File: config.mk
export PLATFORM = sky130hd
export DESIGN_NAME = modem_line_unit
export DESIGN_NICKNAME = d
export VERILOG_FILES = /design/src/rtl/modem_line_pkg.sv /design/src/rtl/modem_line_sync.sv /design/src/rtl/modem_line_delta.sv /design/src/rtl/modem_line_regs.sv /design/src/rtl/modem_line_unit.sv
export SDC_FILE = /design/constraint.sdc
export NUM_CORES = 1
export LEC_CHECK = 0
export CORE_MARGIN = 1
export CORE_UTILIZATION = 35
export CTS_BUF_LIST = sky130_fd_sc_hd__clkbuf_8 sky130_fd_sc_hd__clkbuf_16
export DETAILED_ROUTE_END_ITERATION = 16
export PLACE_DENSITY = 0.84
export SLEW_MARGIN = 40
export SYNTH_ARGS = -nofsm -noshare
export SYNTH_HDL_FRONTEND = slang
export SYNTH_HIERARCHICAL = 1
export SYNTH_SLANG_ARGS = --single-unit
File: constraint.sdc
create_clock -name clk -period 2.1 [get_ports clk]
set_input_delay 0.42 -clock clk [delete_from_list [all_inputs] [get_ports clk]]
set_output_delay 0.42 -clock clk [all_outputs]
set_load 0.02 [all_outputs]
File: src/rtl/modem_line_pkg.sv
package modem_line_pkg;
  localparam int LINE_W      = 4;
  // index of each line inside the 4-bit vectors (matches status bit order)
  localparam int IDX_CTS     = 0;
  localparam int IDX_DSR     = 1;
  localparam int IDX_RING    = 2;
  localparam int IDX_CARRIER = 3;
  localparam int LVL_LSB     = 4;
  localparam int FCMODE_BIT  = 8;
  localparam int CTL_DTR     = 0;
  localparam int CTL_RTS     = 1;
  localparam int CTL_AUTOFC  = 5;

  // set requests from old and new synchronised levels
  function automatic logic [LINE_W-1:0] edge_req(input logic [LINE_W-1:0] prev,
                                                 input logic [LINE_W-1:0] cur);
    logic [LINE_W-1:0] r;
    r = prev ^ cur;
    r[IDX_RING] = prev[IDX_RING] & ~cur[IDX_RING];
    return r;
  endfunction
endpackage

File: src/rtl/modem_line_sync.sv
module modem_line_sync #(
  parameter int W      = 4,
  parameter int STAGES = 2
) (
  input  logic         clk,
  input  logic         rst_n,
  input  logic [W-1:0] async_in,
  output logic [W-1:0] sync_out
);
  logic [STAGES-1:0][W-1:0] chain;

  for (genvar s = 0; s < STAGES; s++) begin : g_stage
    if (s == 0) begin : g_first
      always_ff @(posedge clk or negedge rst_n)
        if (!rst_n) chain[0] <= '0;
        else        chain[0] <= async_in;
    end else begin : g_next
      always_ff @(posedge clk or negedge rst_n)
        if (!rst_n) chain[s] <= '0;
        else        chain[s] <= chain[s-1];
    end
  end

  assign sync_out = chain[STAGES-1];
endmodule

File: src/rtl/modem_line_delta.sv
module modem_line_delta
  import modem_line_pkg::*;
(
  input  logic              clk,
  input  logic              rst_n,
  input  logic [LINE_W-1:0] lvl,
  input  logic [LINE_W-1:0] clr_vec,
  output logic [LINE_W-1:0] set_req,
  output logic [LINE_W-1:0] dflag,
  output logic              evt
);
  logic [LINE_W-1:0] prev_q;
  logic [LINE_W-1:0] dflag_nxt;

  assign set_req   = edge_req(prev_q, lvl);
  assign dflag_nxt = (dflag & ~clr_vec) | set_req;

  always_ff @(posedge clk or negedge rst_n) begin
    if (!rst_n) begin
      prev_q <= '0;
      dflag  <= '0;
      evt    <= 1'b0;
    end else begin
      prev_q <= lvl;
      dflag  <= dflag_nxt;
      evt    <= |(set_req & ~dflag);
    end
  end
endmodule

File: src/rtl/modem_line_regs.sv
module modem_line_regs
  import modem_line_pkg::*;
#(
  parameter int DATA_W = 32
) (
  input  logic              clk,
  input  logic              rst_n,
  input  logic              ctl_we,
  input  logic              stat_we,
  input  logic [DATA_W-1:0] wr_data,
  output logic              dtr_q,
  output logic              rts_q,
  output logic              autofc_q,
  output logic              fcmode_q
);
  always_ff @(posedge clk or negedge rst_n) begin
    if (!rst_n) begin
      dtr_q    <= 1'b0;
      rts_q    <= 1'b0;
      autofc_q <= 1'b0;
      fcmode_q <= 1'b0;
    end else begin
      if (ctl_we) begin
        dtr_q    <= wr_data[CTL_DTR];
        rts_q    <= wr_data[CTL_RTS];
        autofc_q <= wr_data[CTL_AUTOFC];
      end
      if (stat_we) fcmode_q <= wr_data[FCMODE_BIT];
    end
  end
endmodule

File: src/rtl/modem_line_unit.sv
module modem_line_unit
  import modem_line_pkg::*;
#(
  parameter int              ADDR_W      = 8,
  parameter int              DATA_W      = 32,
  parameter int              SYNC_STAGES = 2,
  parameter logic [ADDR_W-1:0] CTRL_OFS  = 8'h24,
  parameter logic [ADDR_W-1:0] STAT_OFS  = 8'h28
) (
  input  logic              clk,
  input  logic              rst_n,
  input  logic              wr_en,
  input  logic [ADDR_W-1:0] wr_addr,
  input  logic [DATA_W-1:0] wr_data,
  input  logic [ADDR_W-1:0] rd_addr,
  output logic [DATA_W-1:0] rd_data,
  input  logic              carrier_in,
  input  logic              ring_in,
  input  logic              dsr_in,
  input  logic              cts_in,
  output logic              dtr_out,
  output logic              rts_out,
  output logic              chg_evt
);
  logic [LINE_W-1:0] pins_raw;
  logic [LINE_W-1:0] lvl_sync;
  logic [LINE_W-1:0] set_req;
  logic [LINE_W-1:0] dflag;
  logic [LINE_W-1:0] clr_vec;
  logic              ctl_we, stat_we;
  logic              autofc_q, fcmode_q;

  assign pins_raw = {carrier_in, ring_in, dsr_in, cts_in};
  assign ctl_we   = wr_en && (wr_addr == CTRL_OFS);
  assign stat_we  = wr_en && (wr_addr == STAT_OFS);
  assign clr_vec  = stat_we ? wr_data[LINE_W-1:0] : '0;

  modem_line_sync #(.W(LINE_W), .STAGES(SYNC_STAGES)) u_sync (
    .clk(clk), .rst_n(rst_n), .async_in(pins_raw), .sync_out(lvl_sync)
  );

  modem_line_delta u_delta (
    .clk(clk), .rst_n(rst_n), .lvl(lvl_sync), .clr_vec(clr_vec),
    .set_req(set_req), .dflag(dflag), .evt(chg_evt)
  );

  modem_line_regs #(.DATA_W(DATA_W)) u_regs (
    .clk(clk), .rst_n(rst_n), .ctl_we(ctl_we), .stat_we(stat_we),
    .wr_data(wr_data), .dtr_q(dtr_out), .rts_q(rts_out),
    .autofc_q(autofc_q), .fcmode_q(fcmode_q)
  );

  always_comb begin
    rd_data = '0;
    if (rd_addr == CTRL_OFS) begin
      rd_data[CTL_DTR]    = dtr_out;
      rd_data[CTL_RTS]    = rts_out;
      rd_data[CTL_AUTOFC] = autofc_q;
    end else if (rd_addr == STAT_OFS) begin
      rd_data[LINE_W-1:0]                 = dflag;
      rd_data[LVL_LSB +: LINE_W]          = lvl_sync;
      rd_data[FCMODE_BIT]                 = fcmode_q;
    end
  end
endmodule

Yosys cells after proc, flatten, opt, wreduce, memory -nomap -nowiden. Cells that the tools add are included.

Output and inout bits: 35. Logic and storage cells: 30. Register bits after elaboration: 21.

Equal/unequal tests: 4. Bitwise logic cells: 8. Muxes and demuxes: 6. Reductions and logical operators: 3.

Operators by type and width (number): $eq A8 B6 Y1 const B (4); $mux W9 (1); $and A4 B4 Y4 (2); $not A4 Y4 (2); $mux W3 (2); $mux W4 (1); $or A4 B4 Y4 (1); $reduce_or A4 Y1 (1); $xor A4 B4 Y4 (1); $logic_and A1 B1 Y1 (2); $mux W2 (1); $and A1 B1 Y1 (1); $mux W1 (1); $not A1 Y1 (1).

Logic depth before layout (Yosys ltp). Gate-level depths: netlist (run 1).

Word-level depth: 6. Depth in mapped cells: 4. Mapped depth without buffers: 3.

By module. The synthesis (run 1) kept the hierarchy.

By module, submodules not included: modem_line_unit (instances 1, sequential area each 0.0 µm², area an instance 444.2 µm², cells an instance 63); modem_line_delta (instances 1, sequential area each 225.2 µm², area an instance 325.3 µm², cells an instance 27); modem_line_sync (instances 1, sequential area each 200.2 µm², area an instance 230.2 µm², cells an instance 12); modem_line_regs (instances 1, sequential area each 100.1 µm², area an instance 145.1 µm², cells an instance 8).

Worst setup path before layout (run 1). No wires, ideal clock.

Path type: input to output. Start point: input rd_addr[1]. End point: output rd_data[2]. Arrival time: 1603 ps. Cell stages on the path: 3. Setup slack: 77 ps. Buffers on the path: 1. Data required time: 1680 ps. Cell sequence: or4b_1 > buf_4 > nor3_1.

Word-level cells in the longest chain between the ends: 3. Elaborated cells on any way between the ends: 4. Those cells by class: eq/ne (2); mux (2).

Ends and longest elaborated chain: start: declaration (line modem_line_unit.sv:15) `input logic [ADDR_W-1:0] rd_addr,`; $eq A8 B6 Y1 (line modem_line_unit.sv:59) `end else if (rd_addr == STAT_OFS) begin`; $mux W9 (line modem_line_unit.sv:59); $mux W3 * (line modem_line_unit.sv:55) `if (rd_addr == CTRL_OFS) begin`; end: declaration (line modem_line_unit.sv:16) `output logic [DATA_W-1:0] rd_data,`.

Mark *: on every way between the ends. The rest lies on a longest branch, timed or not.

Worst setup path after layout (run 1).
Start point: input rd_addr[4]. End point: output rd_data[8].

The elaborated chain is that of the path after synthesis.

==> qor.yml, run 1 <==
synthToLayoutAreaGrowth_pct: 44.9
io_buffers: 40
setup_violations: 0
wl_met1_um: 956
route.met2.wl_um: 1340
peakVddDrop_mv: 0.298
dr_wl_met3_um: 129
finalHoldViolCount: 0
hold_buffers: 0
die_h_um: 58.9
fin_skew_ns: 0.00427
routed_wl_um: 2500
ios: 90
placed_cell_area_mm2: 0.00153
root_buffer: "clkbuf_8"
nFillCells: 268
clock_path_buffers: 2
synthCells: 107
min_period_ns: 2.08
cts.sinks: 21
rrSetupSlack_ns: 0.91
cp_slowest_cell: "or4b_4"
path_max_fanout: 5
hp-class: "flop to flop"
final_area_mm2: 0.00164
via_per_inst: 4.21
dp_hpwl_um: 1870
finalCritPeriodShare: 0.988
cp.arrival_ns: 1.66
drc: 0
wl_per_cell_um: 12.5
crit_path_end_kind: "primary output"
ant_nets: 0
leakagePower_nw: 0.769
status: "finished, final reports clean"
start_util: 0.371
cts_made_buffers: 3
row_count: 20
gp_congestion: 0.813
grt_pass1_vias: 844
design.die.area_mm2: 0.00347
fin_util: 0.538
critPathMaxStageDelay_ns: 0.55
grt_max_degree: 22
maxSlewViolCount: 0
pwr_density_cell_mw_per_mm2: 511
fmax_mhz: 482
diodes: 0
antenna_found_initial: 0
dr.pass1.iters: 2
htreeDepth: 1
rsz0062_at_grt: "false"
drt_iter0_drc: 5
cp_common_cell: "buf_6"
syn_avg_cell_area_um2: 10.6
critical_path.startpoint_type: "input pin"
crit_type: "input pin to primary output"
clock_latency_ns: 0.26
drive_gt1_frac: 0.276
path_clk_slew_ns: 0.07
regArea_um2: 526
grt_pass1_wl_um: 3860
cap_violations: 0
via_count: 842
syn_area_mm2: 0.00113
yosysWarnings: 6
multiInputGateArea_um2: 505
chipWidth_um: 58.9
grt.total_usage: 0.156
core_mm2: 0.00305
cts_tree: "built"
fin_nets: 212
topRoutingLayerUsed: "met4"
required_ns: 1.68
overflow: 0
crit_chain: "buf_6 > or4b_4 > buf_8 > buf_6 > nor3_4 > buf_6"
[critical path, delay by kind of cell]
kind / cells / cell delay (ns)
buffers and inverters: 4 / 0.50
and+or+nand+nor: 2 / 0.73
[power by group]
group | total (W) | switching (W) | internal, W | leakage [nW]
Clock | 0.000252 | 0.000122 | 0.000130 | 0.0269
Combinational | 0.000159 | 0.0000867 | 0.0000723 | 0.498
Sequential | 0.000429 | 0.00000916 | 0.000420 | 0.244
[layout by cell type (no fill, tap or decap)]
master / count
a2111oi_4: 3
a211o_1: 1
buf_2: 8
buf_4: 11
buf_6: 5
buf_8: 1
clkbuf_8: 3
clkdlybuf4s15_1: 2
clkdlybuf4s50_1: 23
conb_1: 23
dfrtp_1: 21
dlygate4sd2_1: 3
inv_1: 12
mux2_2: 4
nand2_1: 4
nand3b_1: 6
nand4bb_1: 1
nor2_1: 1
nor2b_1: 1
nor3_2: 4
nor3_4: 2
nor4_1: 5
nor4b_1: 1
o21ai_0: 3
o21bai_1: 1
o22ai_1: 1
or3_1: 1
or4b_4: 2
xnor2_1: 3
[final timing paths]
| path | from | endpoint | cells past startpoint |
|---|---|---|---|
| min reg2reg | u_sync/chain[1]$_DFF_PN0_ | u_sync/sync_out[1]$_DFF_PN0_ | 0 |
| max | rd_addr[4] | rd_data[8] | 6 |
| min | u_sync/chain[1]$_DFF_PN0_ | u_sync/sync_out[1]$_DFF_PN0_ | 0 |
| max in group asynchronous | rst_n | u_sync/sync_out[0]$_DFF_PN0_ | 2 |
| min in group asynchronous | rst_n | u_sync/chain[1]$_DFF_PN0_ | 2 |
| max reg2reg | u_sync/sync_out[0]$_DFF_PN0_ | u_delta/evt$_DFF_PN0_ | 3 |
[metrics by stage]
stage / power (W) / hold WS [ns] / setup TNS (ns) / cells / setup slack [ns]
6_report: 0.000840 / 0.356 / 0 / 200 / 0.0242
5_1_grt: 0.000887 / 0.364 / 0 / 200 / 0.000283
4_1_cts: 0.000850 / 0.351 / -0.0240 / 200 / -0.0240
3_5_place_dp: 0.000588 / 0.336 / -6.13 / 193 / -0.769
3_3_place_gp: 0.000582 / 0.332 / -6.06 / 193 / -0.711
2_1_floorplan: 0.000538 / 0.124 / 0 / 129 / 0.0767
[sequential cells by signal (all words and copies together) (netlist names)]
name,cells
u_delta/dflag,4
u_regs/rts_q,1
u_delta/prev_q,4
u_sync/chain,4
u_delta/evt,1
u_sync/sync_out,4
u_regs/autofc_q,1
u_regs/fcmode_q,1
u_regs/dtr_q,1
[repair_timing]
| item | 4_1_cts | 5_1_grt |
|---|---|---|
| cloned | 1 | 0 |
| endpoints found under the setup margin | 9 | 3 |
| buffers inserted | 2 | 0 |
| resized for setup | 80 | 3 |
| pin swaps | 5 | 3 |
| hold endpoints to repair | 0 | 0 |
[cell type report]
class / instances / share of cell area
tap: 44 / 0.0335
clock inverter: 1 / 0.00228
sequential: 21 / 0.320
clock buffer: 3 / 0.0251
multi-input combinational: 67 / 0.308
inverter: 11 / 0.0251
timing repair buffer: 53 / 0.286
[routing by layer]
metal / global-route usage / up-vias
met2: 0.276 / 41
li1: - / 407
met4: 0.116 / 0
met1: 0.165 / 386
met5: 0 / -
met3: 0.0264 / 8
Note: power is estimated with default switching activity, not from simulation.
==> run 2, diff against run 1 <==
CORE_UTILIZATION = 30   (was 35)
PLACE_DENSITY = 0.74   (was 0.84)
==> run 2 against run 1 <==
Compared with the run above:
- final cell count increased by 1.0%
- sequential power is essentially flat
- sequential share of layout area decreased by 0.24 points
- die area rose by 16%
- clock power grew 6%
- via count up 2.0%
- combinational power about the same
- critical path depth shrank 2
- largest cell class unchanged
- highest routed layer unchanged
==> qor.yml, run 2 (synthesized netlist as in run 1, its figures left out) <==
finalHoldViolCount: 0  # unchanged
cp.arrival_ns: 1.63  # was 1.66 ns
via_count: 859  # was 842
antenna_found_initial: 0  # unchanged
synthToLayoutAreaGrowth_pct: 46.0  # was 44.9%
whs_path_depth: 0  # unchanged
chipWidth_um: 63.5  # was 58.9 um
hold_end: "u_sync/sync_out[3]$_DFF_PN0_"  # was u_sync/sync_out[1]$_DFF_PN0_
root_buffer: "clkbuf_8"  # unchanged
regArea_um2: 526  # unchanged
fin_util: 0.477  # was 0.538
leakagePower_nw: 0.760  # was 0.769 nW
multiInputGateArea_um2: 505  # unchanged
hp-class: "flop to flop"  # unchanged
cts_tree: "built"  # unchanged
grt_pass1_vias: 816  # was 844
overflow: 0  # unchanged
fin_skew_ns: 0.00241  # was 0.00427 ns
crit_type: "input pin to primary output"  # unchanged
cts.sinks: 21  # unchanged
gp_congestion: 0.745  # was 0.813
critical_path.startpoint_type: "input pin"  # unchanged
fmax_mhz: 487  # was 482 MHz
core_mm2: 0.00347  # was 0.00305 mm^2
htreeDepth: 1  # unchanged
crit_path_end_kind: "primary output"  # unchanged
drc: 0  # unchanged
grt-busiest-layer: "met2"  # unchanged
grt.total_usage: 0.122  # was 0.156
critPathMaxStageDelay_ns: 0.63  # was 0.55 ns
r2r-start: "u_sync/sync_out[3]$_DFF_PN0_"  # was u_sync/sync_out[0]$_DFF_PN0_
io_buffers: 40  # unchanged
dp_hpwl_um: 1890  # was 1870 um
finalCritPeriodShare: 0.978  # was 0.988
min_period_ns: 2.05  # was 2.08 ns
cts_made_buffers: 3  # unchanged
crit_chain: "dlygate4sd2_1 > or4b_4 > nor3_4 > buf_6"  # was buf_6 > or4b_4 > buf_8 > buf_6 > nor3_4 > buf_6
routed_wl_um: 2350  # was 2500 um
dr.pass1.iters: 2  # unchanged
cap_violations: 0  # unchanged
tns_ns: 0  # unchanged
path_clk_slew_ns: 0.08  # was 0.07 ns
maxSlewViolCount: 0  # unchanged
met3_usage: 0.0453  # was 0.0264
clock_latency_ns: 0.26  # about the same
pwr_density_cell_mw_per_mm2: 514  # was 511 mW/mm^2
rrSetupSlack_ns: 0.98  # was 0.91 ns
clock_path_buffers: 2  # unchanged
use_met1: 0.145  # was 0.165
cp_slowest_cell: "or4b_4"  # unchanged
holdCritStartpoint: "u_sync/chain[3]$_DFF_PN0_"  # was u_sync/chain[1]$_DFF_PN0_
die_h_um: 63.5  # was 58.9 um
pre_cts_slack_ns: -0.761  # was -0.769 ns
drt_iter0_drc: 19  # was 5
wl_per_cell_um: 11.6  # was 12.5 um
rsz0062_at_grt: "false"  # unchanged
start_util: 0.327  # was 0.371
use_met2: 0.205  # was 0.276
via_per_inst: 4.25  # was 4.21
ant_nets: 0  # unchanged
setup_violations: 0  # unchanged
reg2reg_depth: 3  # unchanged
fin_nets: 212  # unchanged
setup_slack_ns: 0.0456  # was 0.0242 ns
required_ns: 1.68  # about the same
grt_max_degree: 22  # unchanged
grt_pass1_wl_um: 3700  # was 3860 um
design.die.area_mm2: 0.00403  # was 0.00347 mm^2
regToRegEndpoint: "u_delta/evt$_DFF_PN0_"  # unchanged
peakVddDrop_mv: 0.498  # was 0.298 mV
drive_gt1_frac: 0.282  # was 0.276
path_max_fanout: 6  # was 5
status: "finished, final reports clean"  # unchanged
mostFrequentLayoutCells: "conb_1 (23), clkdlybuf4s50_1 (23), dfrtp_1 (21), buf_4 (13), inv_1 (11)"  # was conb_1 (23), clkdlybuf4s50_1 (23), dfrtp_1 (21), inv_1 (12), buf_4 (11)
nFillCells: 326  # was 268
row_count: 21  # was 20
diodes: 0  # unchanged
ios: 90  # unchanged
hold_buffers: 0  # unchanged
-- run 2: layout make-up --
type                    count  share of cell area
inverters                  11              0.0249
flip-flops and latches     21               0.317
clock inverters             1             0.00454
well taps                  46              0.0348
multi-input cells          67               0.305
repair buffers             53               0.288
clock buffers               3              0.0249
-- run 2: through the flow --
stage / area (um^2) / power, W / hold slack (ns) / instances
after CTS: 1660 / 0.000856 / 0.353 / 202
after global placement: 1540 / 0.000584 / 0.331 / 196
final: 1660 / 0.000851 / 0.351 / 202
after detailed placement: 1540 / 0.000588 / 0.335 / 196
after floorplan: 1220 / 0.000538 / 0.124 / 129
after global routing: 1660 / 0.000890 / 0.361 / 202
-- run 2: worst max-delay path, delay by kind of cell --
| kind | cells | cell delay [ns] |
|---|---|---|
| simple gates | 2 | 0.83 |
| buf+inv | 2 | 0.38 |
-- run 2: repair_timing --
action                                  CTS  global route
gates cloned                              1             0
setup buffers                             1             0
pin swaps                                 4             1
gates resized for setup                  81             0
endpoints found under the setup margin    9             1
-- run 2: routing by layer --
| layer | routed length, um | vias to the layer above |
|---|---|---|
| met1 | 983 | 406 |
| met5 | 0 | - |
| met2 | 1180 | 40 |
| met3 | 169 | 4 |
| met4 | 19 | 0 |
| li1 | - | 409 |
-- run 2: worst max-delay path by stage --
stage / slack [ns] / startpoint / end / cells past startpoint
floorplan: 0.08 / rd_addr[1] / rd_data[2] / 3
global placement: -0.71 / rd_addr[7] / rd_data[7] / 4
detailed placement: -0.76 / rd_addr[1] / rd_data[0] / 5
CTS: -0.01 / rd_addr[4] / rd_data[0] / 5
global route: 0.005 / rd_addr[4] / rd_data[3] / 6
finish: 0.05 / rd_addr[2] / rd_data[7] / 4
-- run 2: power breakdown --
part	total, W	switching (W)	internal (W)
logic	0.000158	0.0000846	0.0000729
registers	0.000428	0.00000838	0.000420
clock network	0.000266	0.000132	0.000134
==> run 3, diff against run 2 <==
CTS_BUF_LIST = not set   (was sky130_fd_sc_hd__clkbuf_8 sky130_fd_sc_hd__clkbuf_16)
==> results of run 3 <==
Final layout, timing and power as in run 2 (identical DEF).
